`config.mk`:
```
export PLATFORM = sky130hd
export DESIGN_NAME = page_directory
export DESIGN_NICKNAME = d
export VERILOG_FILES = /design/src/rtl/page_directory_pkg.sv /design/src/rtl/pgdir_match.sv /design/src/rtl/pgdir_victim.sv /design/src/rtl/pgdir_walker.sv /design/src/rtl/page_directory.sv
export SDC_FILE = /design/constraint.sdc
export NUM_CORES = 2
export LEC_CHECK = 0
export BUFFER_PORTS_ARGS = -buffer_cell sky130_fd_sc_hd__buf_4
export CORE_MARGIN = 10
export CORE_UTILIZATION = 51
export DETAILED_ROUTE_END_ITERATION = 6
export PLACE_DENSITY = 0.74
export SLEW_MARGIN = 20
export SYNTH_ARGS = -nofsm -noshare
export SYNTH_HDL_FRONTEND = slang
export SYNTH_HIERARCHICAL = 1
export SYNTH_SLANG_ARGS = --single-unit
```
`constraint.sdc`:
```
create_clock -name clk -period 14.8 [get_ports clk]
set_input_delay 0 -clock clk [delete_from_list [all_inputs] [get_ports clk]]
set_output_delay 0 -clock clk [all_outputs]
set_load 0.01 [all_outputs]
```
`src/rtl/page_directory_pkg.sv`:
```
package page_directory_pkg;

    typedef enum logic [2:0] {
        WS_IDLE,
        WS_SELECT,
        WS_WALK,
        WS_INVAL,
        WS_INSTALL,
        WS_DONE
    } walk_state_e;

    localparam logic [1:0] LOC_NONE = 2'd0;
    localparam logic [1:0] LOC_L1I  = 2'd1;
    localparam logic [1:0] LOC_L1D  = 2'd2;
    localparam logic [1:0] LOC_L2   = 2'd3;

endpackage

```
`src/rtl/pgdir_match.sv`:
```
module pgdir_match #(
    parameter int WAYS  = 4,
    parameter int TAG_W = 6,
    parameter int WAY_W = 2
) (
    input  logic [WAYS-1:0]       way_valid,
    input  logic [WAYS*TAG_W-1:0] way_tags,
    input  logic [TAG_W-1:0]      probe,
    output logic                  hit,
    output logic [WAY_W-1:0]      hit_way
);
    logic [WAYS-1:0] eq;

    for (genvar w = 0; w < WAYS; w++) begin : g_cmp
        assign eq[w] = way_valid[w] && (way_tags[w*TAG_W +: TAG_W] == probe);
    end

    always_comb begin
        hit     = 1'b0;
        hit_way = '0;
        for (int w = WAYS - 1; w >= 0; w--) begin
            if (eq[w]) begin
                hit     = 1'b1;
                hit_way = WAY_W'(w);
            end
        end
    end
endmodule

```
`src/rtl/pgdir_victim.sv`:
```
module pgdir_victim #(
    parameter int WAYS    = 4,
    parameter int STAMP_W = 12,
    parameter int WAY_W   = 2
) (
    input  logic [WAYS-1:0]         way_valid,
    input  logic [WAYS*STAMP_W-1:0] way_stamps,
    output logic [WAY_W-1:0]        pick
);
    logic               have_free;
    logic [WAY_W-1:0]   free_way;
    logic [WAY_W-1:0]   lru_way;
    logic [STAMP_W-1:0] best;

    always_comb begin
        have_free = 1'b0;
        free_way  = '0;
        for (int w = WAYS - 1; w >= 0; w--) begin
            if (!way_valid[w]) begin
                have_free = 1'b1;
                free_way  = WAY_W'(w);
            end
        end
    end

    always_comb begin
        lru_way = '0;
        best    = way_stamps[0 +: STAMP_W];
        for (int w = 1; w < WAYS; w++) begin
            if (way_stamps[w*STAMP_W +: STAMP_W] < best) begin
                best    = way_stamps[w*STAMP_W +: STAMP_W];
                lru_way = WAY_W'(w);
            end
        end
    end

    assign pick = have_free ? free_way : lru_way;
endmodule

```
`src/rtl/pgdir_walker.sv`:
```
module pgdir_walker
    import page_directory_pkg::*;
#(
    parameter int LINES        = 8,
    parameter int LINE_W       = 3,
    parameter int CWAY_W       = 2,
    parameter int WAY_W        = 2,
    parameter int PTR_W        = 5,
    parameter int PTR_SET_BITS = 2
) (
    input  logic                      clk,
    input  logic                      rst_n,
    input  logic                      start,
    input  logic [WAY_W-1:0]          pick_way,
    input  logic                      vic_valid,
    input  logic [2*LINES-1:0]        vic_loc,
    input  logic [CWAY_W*LINES-1:0]   vic_cway,
    input  logic                      vic_bv,
    input  logic [PTR_W-1:0]          vic_ptr,
    input  logic                      ev_ack,
    output logic                      busy,
    output logic [WAY_W-1:0]          vway,
    output logic                      ev_valid,
    output logic                      ev_level,
    output logic [CWAY_W-1:0]         ev_way,
    output logic [LINE_W-1:0]         ev_line,
    output logic                      inv_valid,
    output logic [PTR_SET_BITS-1:0]   inv_set,
    output logic [PTR_W-PTR_SET_BITS-1:0] inv_way,
    output logic                      install,
    output logic                      done
);
    localparam logic [LINE_W-1:0] LAST_LINE = LINE_W'(LINES - 1);

    walk_state_e      state_q, state_d;
    logic [LINE_W-1:0] idx_q, idx_d;
    logic [WAY_W-1:0]  vway_q, vway_d;
    logic [1:0]        code;

    assign code = vic_loc[2*idx_q +: 2];
    assign vway = (state_q == WS_SELECT) ? pick_way : vway_q;

    always_ff @(posedge clk) begin
        if (!rst_n) begin
            state_q <= WS_IDLE;
            idx_q   <= '0;
            vway_q  <= '0;
        end else begin
            state_q <= state_d;
            idx_q   <= idx_d;
            vway_q  <= vway_d;
        end
    end

    always_comb begin
        state_d = state_q;
        idx_d   = idx_q;
        vway_d  = vway_q;
        unique case (state_q)
            WS_IDLE: begin
                if (start) state_d = WS_SELECT;
            end
            WS_SELECT: begin
                vway_d  = pick_way;
                idx_d   = '0;
                state_d = vic_valid ? WS_WALK : WS_INSTALL;
            end
            WS_WALK: begin
                if (code == LOC_NONE || ev_ack) begin
                    if (idx_q == LAST_LINE) state_d = WS_INVAL;
                    else                    idx_d   = idx_q + 1'b1;
                end
            end
            WS_INVAL:   state_d = WS_INSTALL;
            WS_INSTALL: state_d = WS_DONE;
            WS_DONE:    state_d = WS_IDLE;
            default:    state_d = WS_IDLE;
        endcase
    end

    always_comb begin
        busy      = (state_q != WS_IDLE);
        ev_valid  = 1'b0;
        ev_level  = 1'b0;
        ev_way    = vic_cway[CWAY_W*idx_q +: CWAY_W];
        ev_line   = idx_q;
        inv_valid = 1'b0;
        inv_set   = vic_ptr[PTR_SET_BITS-1:0];
        inv_way   = vic_ptr[PTR_W-1:PTR_SET_BITS];
        install   = 1'b0;
        done      = 1'b0;
        unique case (state_q)
            WS_WALK: begin
                ev_valid = (code != LOC_NONE);
                ev_level = (code == LOC_L2);
            end
            WS_INVAL:   inv_valid = vic_bv;
            WS_INSTALL: install   = 1'b1;
            WS_DONE:    done      = 1'b1;
            default: ;
        endcase
    end
endmodule

```
`src/rtl/page_directory.sv`:
```
module page_directory #(
    parameter int SET_BITS     = 2,
    parameter int WAYS         = 4,
    parameter int TAG_W        = 6,
    parameter int LINES        = 8,
    parameter int CWAY_W       = 2,
    parameter int PTR_SET_BITS = 2,
    parameter int PTR_W        = 5,
    parameter int STAMP_W      = 12,
    localparam int WAY_W  = $clog2(WAYS),
    localparam int LINE_W = $clog2(LINES),
    localparam int PPN_W  = TAG_W + SET_BITS,
    localparam int LOC_W  = 2 * LINES,
    localparam int CTAB_W = CWAY_W * LINES,
    localparam int TW_W   = PTR_W - PTR_SET_BITS
) (
    input  logic                    clk,
    input  logic                    rst_n,
    input  logic                    req_valid,
    output logic                    req_ready,
    input  logic [PPN_W-1:0]        req_ppn,
    output logic                    rsp_valid,
    output logic                    rsp_hit,
    output logic [WAY_W-1:0]        rsp_way,
    output logic [LOC_W-1:0]        rsp_loc,
    output logic [CTAB_W-1:0]       rsp_cway,
    output logic                    ev_valid,
    output logic                    ev_level,
    output logic [CWAY_W-1:0]       ev_way,
    output logic [LINE_W-1:0]       ev_line,
    input  logic                    ev_ack,
    output logic                    inv_valid,
    output logic [PTR_SET_BITS-1:0] inv_set,
    output logic [TW_W-1:0]         inv_way,
    input  logic                    fill_valid,
    input  logic [SET_BITS-1:0]     fill_set,
    input  logic [WAY_W-1:0]        fill_way,
    input  logic [PTR_W-1:0]        fill_ptr,
    input  logic                    wb_valid,
    input  logic [SET_BITS-1:0]     wb_set,
    input  logic [WAY_W-1:0]        wb_way,
    input  logic [LOC_W-1:0]        wb_loc,
    input  logic [CTAB_W-1:0]       wb_cway,
    input  logic                    l2ev_valid,
    input  logic [SET_BITS-1:0]     l2ev_set,
    input  logic [WAY_W-1:0]        l2ev_way,
    input  logic [LINE_W-1:0]       l2ev_line,
    output logic                    fix_valid,
    output logic [PTR_W-1:0]        fix_ptr,
    output logic [LINE_W-1:0]       fix_line
);
    localparam int ENT_W   = SET_BITS + WAY_W;
    localparam int ENTRIES = 1 << ENT_W;

    logic               valid_q [ENTRIES];
    logic [TAG_W-1:0]   tag_q   [ENTRIES];
    logic [LOC_W-1:0]   loc_q   [ENTRIES];
    logic [CTAB_W-1:0]  cway_q  [ENTRIES];
    logic               bv_q    [ENTRIES];
    logic [PTR_W-1:0]   ptr_q   [ENTRIES];
    logic [STAMP_W-1:0] stamp_q [ENTRIES];
    logic [STAMP_W-1:0] ctr_q;

    logic [SET_BITS-1:0] cur_set_q;
    logic [TAG_W-1:0]    cur_tag_q;

    logic [SET_BITS-1:0] req_set;
    logic [TAG_W-1:0]    req_tag;
    assign req_set = req_ppn[SET_BITS-1:0];
    assign req_tag = req_ppn[PPN_W-1:SET_BITS];

    // per-way views of the requested set and of the set under replacement
    logic [WAYS-1:0]         m_valid;
    logic [WAYS*TAG_W-1:0]   m_tags;
    logic [WAYS-1:0]         v_valid;
    logic [WAYS*STAMP_W-1:0] v_stamps;

    for (genvar w = 0; w < WAYS; w++) begin : g_view
        assign m_valid[w]                    = valid_q[{req_set, WAY_W'(w)}];
        assign m_tags[w*TAG_W +: TAG_W]      = tag_q[{req_set, WAY_W'(w)}];
        assign v_valid[w]                    = valid_q[{cur_set_q, WAY_W'(w)}];
        assign v_stamps[w*STAMP_W +: STAMP_W] = stamp_q[{cur_set_q, WAY_W'(w)}];
    end

    logic             hit;
    logic [WAY_W-1:0] hit_way;
    logic [WAY_W-1:0] pick_way;

    pgdir_match #(.WAYS(WAYS), .TAG_W(TAG_W), .WAY_W(WAY_W)) u_match (
        .way_valid (m_valid),
        .way_tags  (m_tags),
        .probe     (req_tag),
        .hit       (hit),
        .hit_way   (hit_way)
    );

    pgdir_victim #(.WAYS(WAYS), .STAMP_W(STAMP_W), .WAY_W(WAY_W)) u_victim (
        .way_valid  (v_valid),
        .way_stamps (v_stamps),
        .pick       (pick_way)
    );

    logic             busy;
    logic             accept;
    logic             start;
    logic [WAY_W-1:0] vway;
    logic             install;
    logic             done;
    logic [ENT_W-1:0] vent;

    assign req_ready = !busy;
    assign accept    = req_valid && req_ready;
    assign start     = accept && !hit;
    assign vent      = {cur_set_q, vway};

    pgdir_walker #(
        .LINES(LINES), .LINE_W(LINE_W), .CWAY_W(CWAY_W), .WAY_W(WAY_W),
        .PTR_W(PTR_W), .PTR_SET_BITS(PTR_SET_BITS)
    ) u_walker (
        .clk       (clk),
        .rst_n     (rst_n),
        .start     (start),
        .pick_way  (pick_way),
        .vic_valid (valid_q[vent]),
        .vic_loc   (loc_q[vent]),
        .vic_cway  (cway_q[vent]),
        .vic_bv    (bv_q[vent]),
        .vic_ptr   (ptr_q[vent]),
        .ev_ack    (ev_ack),
        .busy      (busy),
        .vway      (vway),
        .ev_valid  (ev_valid),
        .ev_level  (ev_level),
        .ev_way    (ev_way),
        .ev_line   (ev_line),
        .inv_valid (inv_valid),
        .inv_set   (inv_set),
        .inv_way   (inv_way),
        .install   (install),
        .done      (done)
    );

    // second-level drop notice: forward to owner copy or clear locally
    logic [ENT_W-1:0] l2_ent;
    assign l2_ent    = {l2ev_set, l2ev_way};
    assign fix_valid = l2ev_valid && bv_q[l2_ent];
    assign fix_ptr   = ptr_q[l2_ent];
    assign fix_line  = l2ev_line;

    always_ff @(posedge clk) begin
        if (!rst_n) begin
            for (int e = 0; e < ENTRIES; e++) begin
                valid_q[e] <= 1'b0;
                tag_q[e]   <= '0;
                loc_q[e]   <= '0;
                cway_q[e]  <= '0;
                bv_q[e]    <= 1'b0;
                ptr_q[e]   <= '0;
                stamp_q[e] <= '0;
            end
            ctr_q     <= '0;
            cur_set_q <= '0;
            cur_tag_q <= '0;
        end else begin
            if (fill_valid) begin
                ptr_q[{fill_set, fill_way}] <= fill_ptr;
                bv_q[{fill_set, fill_way}]  <= 1'b1;
            end
            if (wb_valid) begin
                loc_q[{wb_set, wb_way}]  <= wb_loc;
                cway_q[{wb_set, wb_way}] <= wb_cway;
                bv_q[{wb_set, wb_way}]   <= 1'b0;
            end
            if (l2ev_valid && !bv_q[l2_ent]) begin
                loc_q[l2_ent][2*l2ev_line +: 2] <= 2'b00;
            end
            if (accept) begin
                cur_set_q <= req_set;
                cur_tag_q <= req_tag;
                if (hit) begin
                    stamp_q[{req_set, hit_way}] <= ctr_q;
                    ctr_q <= ctr_q + 1'b1;
                end
            end
            if (install) begin
                valid_q[vent] <= 1'b1;
                tag_q[vent]   <= cur_tag_q;
                loc_q[vent]   <= '0;
                cway_q[vent]  <= '0;
                bv_q[vent]    <= 1'b0;
                stamp_q[vent] <= ctr_q;
                ctr_q <= ctr_q + 1'b1;
            end
        end
    end

    always_ff @(posedge clk) begin
        if (!rst_n) begin
            rsp_valid <= 1'b0;
            rsp_hit   <= 1'b0;
            rsp_way   <= '0;
            rsp_loc   <= '0;
            rsp_cway  <= '0;
        end else begin
            rsp_valid <= 1'b0;
            if (accept && hit) begin
                rsp_valid <= 1'b1;
                rsp_hit   <= 1'b1;
                rsp_way   <= hit_way;
                rsp_loc   <= loc_q[{req_set, hit_way}];
                rsp_cway  <= cway_q[{req_set, hit_way}];
            end else if (done) begin
                rsp_valid <= 1'b1;
                rsp_hit   <= 1'b0;
                rsp_way   <= vway;
                rsp_loc   <= '0;
                rsp_cway  <= '0;
            end
        end
    end
endmodule

```
# Yosys cells after proc, flatten, opt, wreduce, memory -nomap -nowiden
# Memory sizes are Yosys's and may differ from the RTL's. A register that Yosys moved wholly into a read port is not among the register bits.
# Cells that the tools add are included.
# Widths: inputs -> output; s select.
[op_classes]
n_addsub = 3
n_mul = 0
div = 0
order_cmp = 3
eq_ne = 15
shifts = 4
muxes = 120
bitwise = 0
n_reduce_logical = 37
[op_table]
columns = ["cell", "count"]
rows = [
  ["$mux 16", 10],
  ["$mux 4", 29],
  ["$mux 12", 7],
  ["$reduce_or 16->1", 5],
  ["$mux 1", 50],
  ["$lt 12x12->1", 3],
  ["$neg 4->34", 1],
  ["$shift 2x34->16 const A", 1],
  ["$shiftx 2x34->16 const A", 1],
  ["$shiftx 16x5->2", 2],
  ["$mux 2", 14],
  ["$eq 6x6->1", 4],
  ["$reduce_or 12->1", 2],
  ["$mux 3", 6],
  ["$pmux 3 s5", 1],
  ["$add 12x1->12 const B", 1],
  ["$reduce_bool 2->1", 5],
  ["$eq 3x3->1 const B", 3],
  ["$logic_and 1x1->1", 9],
  ["$eq 3x2->1 const B", 2],
  ["$mux 6", 1],
  ["$pmux 3 s2", 1],
  ["$reduce_and 3->1", 2],
  ["$reduce_or 6->1", 1],
  ["other kinds (14)", 21],
]
[totals]
register_bits = 64
latchBits = 0
mem_bits_rw = 912
romBits = 0
in_bits = 67
out_inout_bits = 59
memories = 7
[memory_table]
columns = ["memory", "words", "word_bits", "rd", "rd_clocked_by_memory_dff", "write_ports", "line_no", "source"]
rows = [
  ["cway_q", 16, 16, 2, 0, 16, "page_directory.sv:58", "logic [CTAB_W-1:0] cway_q [ENTRIES];"],
  ["loc_q", 16, 16, 2, 0, 16, "page_directory.sv:57", "logic [LOC_W-1:0] loc_q [ENTRIES];"],
  ["stamp_q", 16, 12, 4, 4, 16, "page_directory.sv:61", "logic [STAMP_W-1:0] stamp_q [ENTRIES];"],
  ["tag_q", 16, 6, 4, 0, 16, "page_directory.sv:56", "logic [TAG_W-1:0] tag_q [ENTRIES];"],
  ["ptr_q", 16, 5, 2, 0, 16, "page_directory.sv:60", "logic [PTR_W-1:0] ptr_q [ENTRIES];"],
  ["bv_q", 16, 1, 2, 0, 16, "page_directory.sv:59", "logic bv_q [ENTRIES];"],
  ["+1 memories", "n/a", "n/a", "n/a", "n/a", "n/a", "n/a", ""],
]

# Longest topological paths before layout
# An unclocked memory read counts as a cell.
[logic_depth]
depth_word = 14
depth_mapped = 38
ltp_nobuf = 31

# Modules after synthesis
# The synthesis kept the hierarchy.
[by_module_without_submodules]
columns = ["module", "n_inst", "cells_each", "area_per_inst_um2", "seq_area_each_um2"]
rows = [
  ["page_directory", 1, 4615, 49610.1, 23102.2],
  ["pgdir_victim", 1, 160, 1281.2, 0.0],
  ["pgdir_walker", 1, 63, 753.2, 160.2],
  ["pgdir_match", 1, 39, 339.1, 0.0],
]

# Least setup slack after synthesis
# Ideal clock, no wire load.
[synth_timing]
path_type = "register to register"
from = "register (tool-made name)"
to = "register u_walker.idx_q[0], in the netlist u_walker/ev_line[0]"
setup_ns = 0.121
t_arrival_ns = 9.140
path_slack_ns = 5.539
path_stages_with_launch = 36
synth_period_minus_slack_ns = 9.261
path_cell_list = "dfxtp_1 -> clkbuf_1 -> buf_1 -> mux4_2 -> ha_1 -> nand4_2 -> a2111oi_4 -> a21oi_2 -> nand2_1 -> buf_2 -> mux2i_1 -> ha_1 -> a21oi_1 -> o21ai_0 -> a21o_1 -> a31oi_2 -> buf_6 -> mux2_4 -> ha_1 -> a21o_1 -> a211oi_1 -> o21ai_0 -> nor2_1 -> o21ai_0 -> or2_2 -> o311ai_1 -> mux2_2 -> buf_2 -> buf_1 -> mux4_2 -> mux4_2 -> mux4_2 -> mux2i_2 -> a21oi_2 -> a31o_1 -> mux2_4"
[synth_lines]
columns = ["item", "line_no", "source"]
rows = [
  ["to (signal assigned)", "pgdir_walker.sv:50", "idx_q <= idx_d;"],
  ["to (decl)", "pgdir_walker.sv:36", "logic [LINE_W-1:0] idx_q, idx_d;"],
]

==> out/results.txt <==
Status - finished, violations left
Failing checks - design-rule violations
Async S/R FF share, synth - 0
Die Wd - 339.3 µm
Setup Fix Bufs, Post-CTS - 0
GR met1 Demand/Resource - 0.3974
# rows - 117
Num Clock Sinks - 978
Sequential Power Share - 0.446
Pin slew with the least headroom to its limit - 1.285 ns
Core Util, Final - 0.5676
Fin area - 57580 µm²
Initial antenna violation count - 8
Largest net degree at the start of global routing - 141
Fillers - 8212
Critical Path Sink - ev_valid
Syn_nets - 4985
Main synth FF type - dfxtp_1
Post-route ant nets - 0
Layout Nets - 4805
DPL Wire Length - 112.4 mm
Fin crit share - 0.8008
CP peak stage delay - 0.74 ns
Hold WS - 0.02646 ns
Crit Path Category - reg -> out
Max cap viols - 0
First-pass GRT wire length - 272.1 mm
Die H - 339.3 µm
Fin Setup TNS - 0 ns
Die ar. - 115100 µm²
CP Max Fanout - 52
Initial DRC count - 7242
Static Leak - 18.88 nW
PwrDens - 115.1 nW/µm²
Root buffer cell - clkbuf_16
EDFF count, synth - 368
Worst Hold Launch - l2ev_set[0]
Total core area - 101400 µm²
Vias after detailed routing - 43250
Worst path arrival time - 11.85 ns
WP data required - 14.80 ns
H-tree depth - 3
TritonCTS clock tree - built
Grt met2 use - 0.4487
Reg2Reg Depth - 32
Met3 Resource Use GR - 0.1061
Endpoints failing setup - 0
Share of the yosys chip area belonging to registers - 0.4475
Area delta synth->final - 10.77%
Fmax achieved - 84.38 MHz
CP most frequent cell - mux4_2
Hold WC Path Type - in -> reg
DR pass1 iterations - 7
Avg Cell Area, Syn - 10.66 µm²
DR WL/cell - 29.90 µm
Distinct cells, synth - 82
Mapped Area - 51980 µm²
Clk slew on worst S/H paths - 0.06 ns
Min cycle time layout - 11.85 ns
Final cell count without fillers - 6157
Area post-placement - 53320 µm²
Maximum vdd drop - 99.83 µV
Port-buffer cells - 125
Gr ovfl total - 0
Switching share of total power - 0.2697
Clk pwr share - 0.417
GRT busiest layer - met2
Total Routing Usage GR - 0.3071
Gate Count Post-Synth - 4877
Post-synth top cells - dfxtp_1, nand2_1, clkbuf_1
Synth area leaders - dfxtp_1, edfxtp_1, mux4_2
Vias in the first global route - 42110
Placed cells - 5901
Drc violations - 4
Synth top area share - 0.2349
Starting density of the core - 0.5124
GPL Wtd Cong - 0.9905
Yosys top cell by area - dfxtp_1
Combinational share of power - 0.137
Flop2flop setup slack - 3.39 ns
Fin. Hold Viols - 0
Crit end category - primary output
R2R Path End - u_walker/ev_line[0]
Switch Pwr - 1.788 mW
Fin. max-slew vios - 0
Routed vias/inst - 7.024
Io pins - 126
Warnings, synthesis - 6
Share of layout cells above drive strength 1 - 0.2060
Most frequent cell after synthesis - dfxtp_1
Slowest cell on crit path - a31oi_2
Internal Pwr Total - 4.840 mW
Startpoint Class - flop
Clk Latency, worst-skew pair - 0.72 ns
Clk buf depth - 3
Num CTS Buffers - 104
Slew margin rel. - 0.1431
Skew final - 0.05146 ns
RSZ-0062 raised after global routing - no
WL final - 184.1 mm
FF+latch count, synth - 978
Hold path depth - 3
[power groups by stage]
| stage | registers, mW | logic [mW] | clock network [mW] |
|---|---|---|---|
| after floorplan | 2.95 | 0.666 | 0 |
| after global placement | 3.01 | 0.867 | 0 |
| after detailed placement | 3.01 | 0.873 | 0 |
| after CTS | 2.95 | 0.896 | 2.76 |
| after global routing | 2.96 | 0.971 | 2.88 |
| final | 2.96 | 0.911 | 2.76 |
[logic make-up after synthesis]
logic type | after synthesis | synth area share
buffers and inverters | 608 | 0.04850
AOI/OAI and AO/OA | 821 | 0.09852
DFF | 978 | 0.4475
xor gates and xnor gates | 29 | 0.005030
muxes | 595 | 0.2076
adders and majority gates | 41 | 0.009868
and+or+nand+nor | 1805 | 0.1829
[sequential cells by signal, summed over array words and instances, names as in the netlist, named ones only]
name	flops
cur_tag_q	6
cway_q	256
valid_q	16
rsp_hit	1
rsp_cway	16
stamp_q	192
u_walker/vway_q	2
u_walker/ev_line	3
loc_q	256
rsp_way	2
u_walker/state_q	3
ctr_q	12
rsp_loc	16
tag_q	96
bv_q	16
rsp_valid	1
cur_set_q	2
ptr_q	80
[worst min path at each step]
stage,endpoint,slack [ns]
5_1_grt,loc_q[0][14],0.05
2_1_floorplan,fix_line[0],0.09
6_report,loc_q[0][10],0.03
3_5_place_dp,fix_line[2],0.25
4_1_cts,loc_q[0][14],0.008
3_3_place_gp,fix_line[2],0.25
[worst max-delay path, delay by kind of cell (launching register included)]
family	cells	cell delay (ns)
mux	8	4.11
simple gates	5	1.26
fa+ha+maj	3	0.84
buf+inv	4	1.55
flops	1	0.62
compound gates	11	2.65
[metal layers]
metal,wire length [µm],up-vias
met2,78570,3668
li1,-,17890
met3,27360,775
met4,12160,12
met5,71,-
met1,65950,20910
[cell usage in the layout (no fill, tap or decap), types with 11 or more instances in the layout]
master         Yosys  final
clkbuf_1         403     17
a31oi_1          154    152
nor2_4             0     15
a21boi_0          14     14
nor3_1           289    281
nand3_1          391    391
edfxtp_1         368    368
a22oi_1           93     93
and3_1            76     75
o31ai_1           29     28
xnor2_1           16     16
mux2i_1          146    146
o21ai_0           32     31
mux2_4            12     12
ha_1              41     41
a211oi_1          89     89
nand2b_1          18     16
nor2b_1          152    149
clkbuf_16          0    107
nand4_1           11     11
xor2_1            12     12
and2_1           182    181
clkbuf_8           0     20
or2_2             13     13
nor2_2             0     13
a21oi_1          357    357
dlygate4sd3_1      0     55
nor2_1            55     27
nor4_2            46     48
buf_4              9    216
nand2_1          513    512
inv_1             46     46
dfxtp_1          610    604
clkinv_2           0     17
mux2_2            52     50
mux4_2           370    370
[layout make-up]
cell class / instances / area (µm²) / area share
Clock inverter: 51 / 583.1 / 0.01013
Multi-Input combinational cell: 3291 / 26530 / 0.4607
Clock buffer: 144 / 3017 / 0.05239
Sequential cell: 978 / 23270 / 0.4042
Antenna cell: 3 / 7.507 / 0.0001304
Timing Repair Buffer: 276 / 2290 / 0.03976
Tap cell: 1368 / 1712 / 0.02972
Inverter: 46 / 172.7 / 0.002999
[through the flow]
step,setup WS (ns),power (mW)
CTS,2.966,6.606
global route,2.230,6.813
finish,2.948,6.628
floorplan,5.539,3.612
detailed placement,3.395,3.885
global placement,3.527,3.873
[what timing repair did]
action	in CTS	in global routing
hold buffers	55	0
hold endpoints to repair	437	0
gates resized for setup	0	0
No activity file was read; power rests on OpenSTA's default activity.
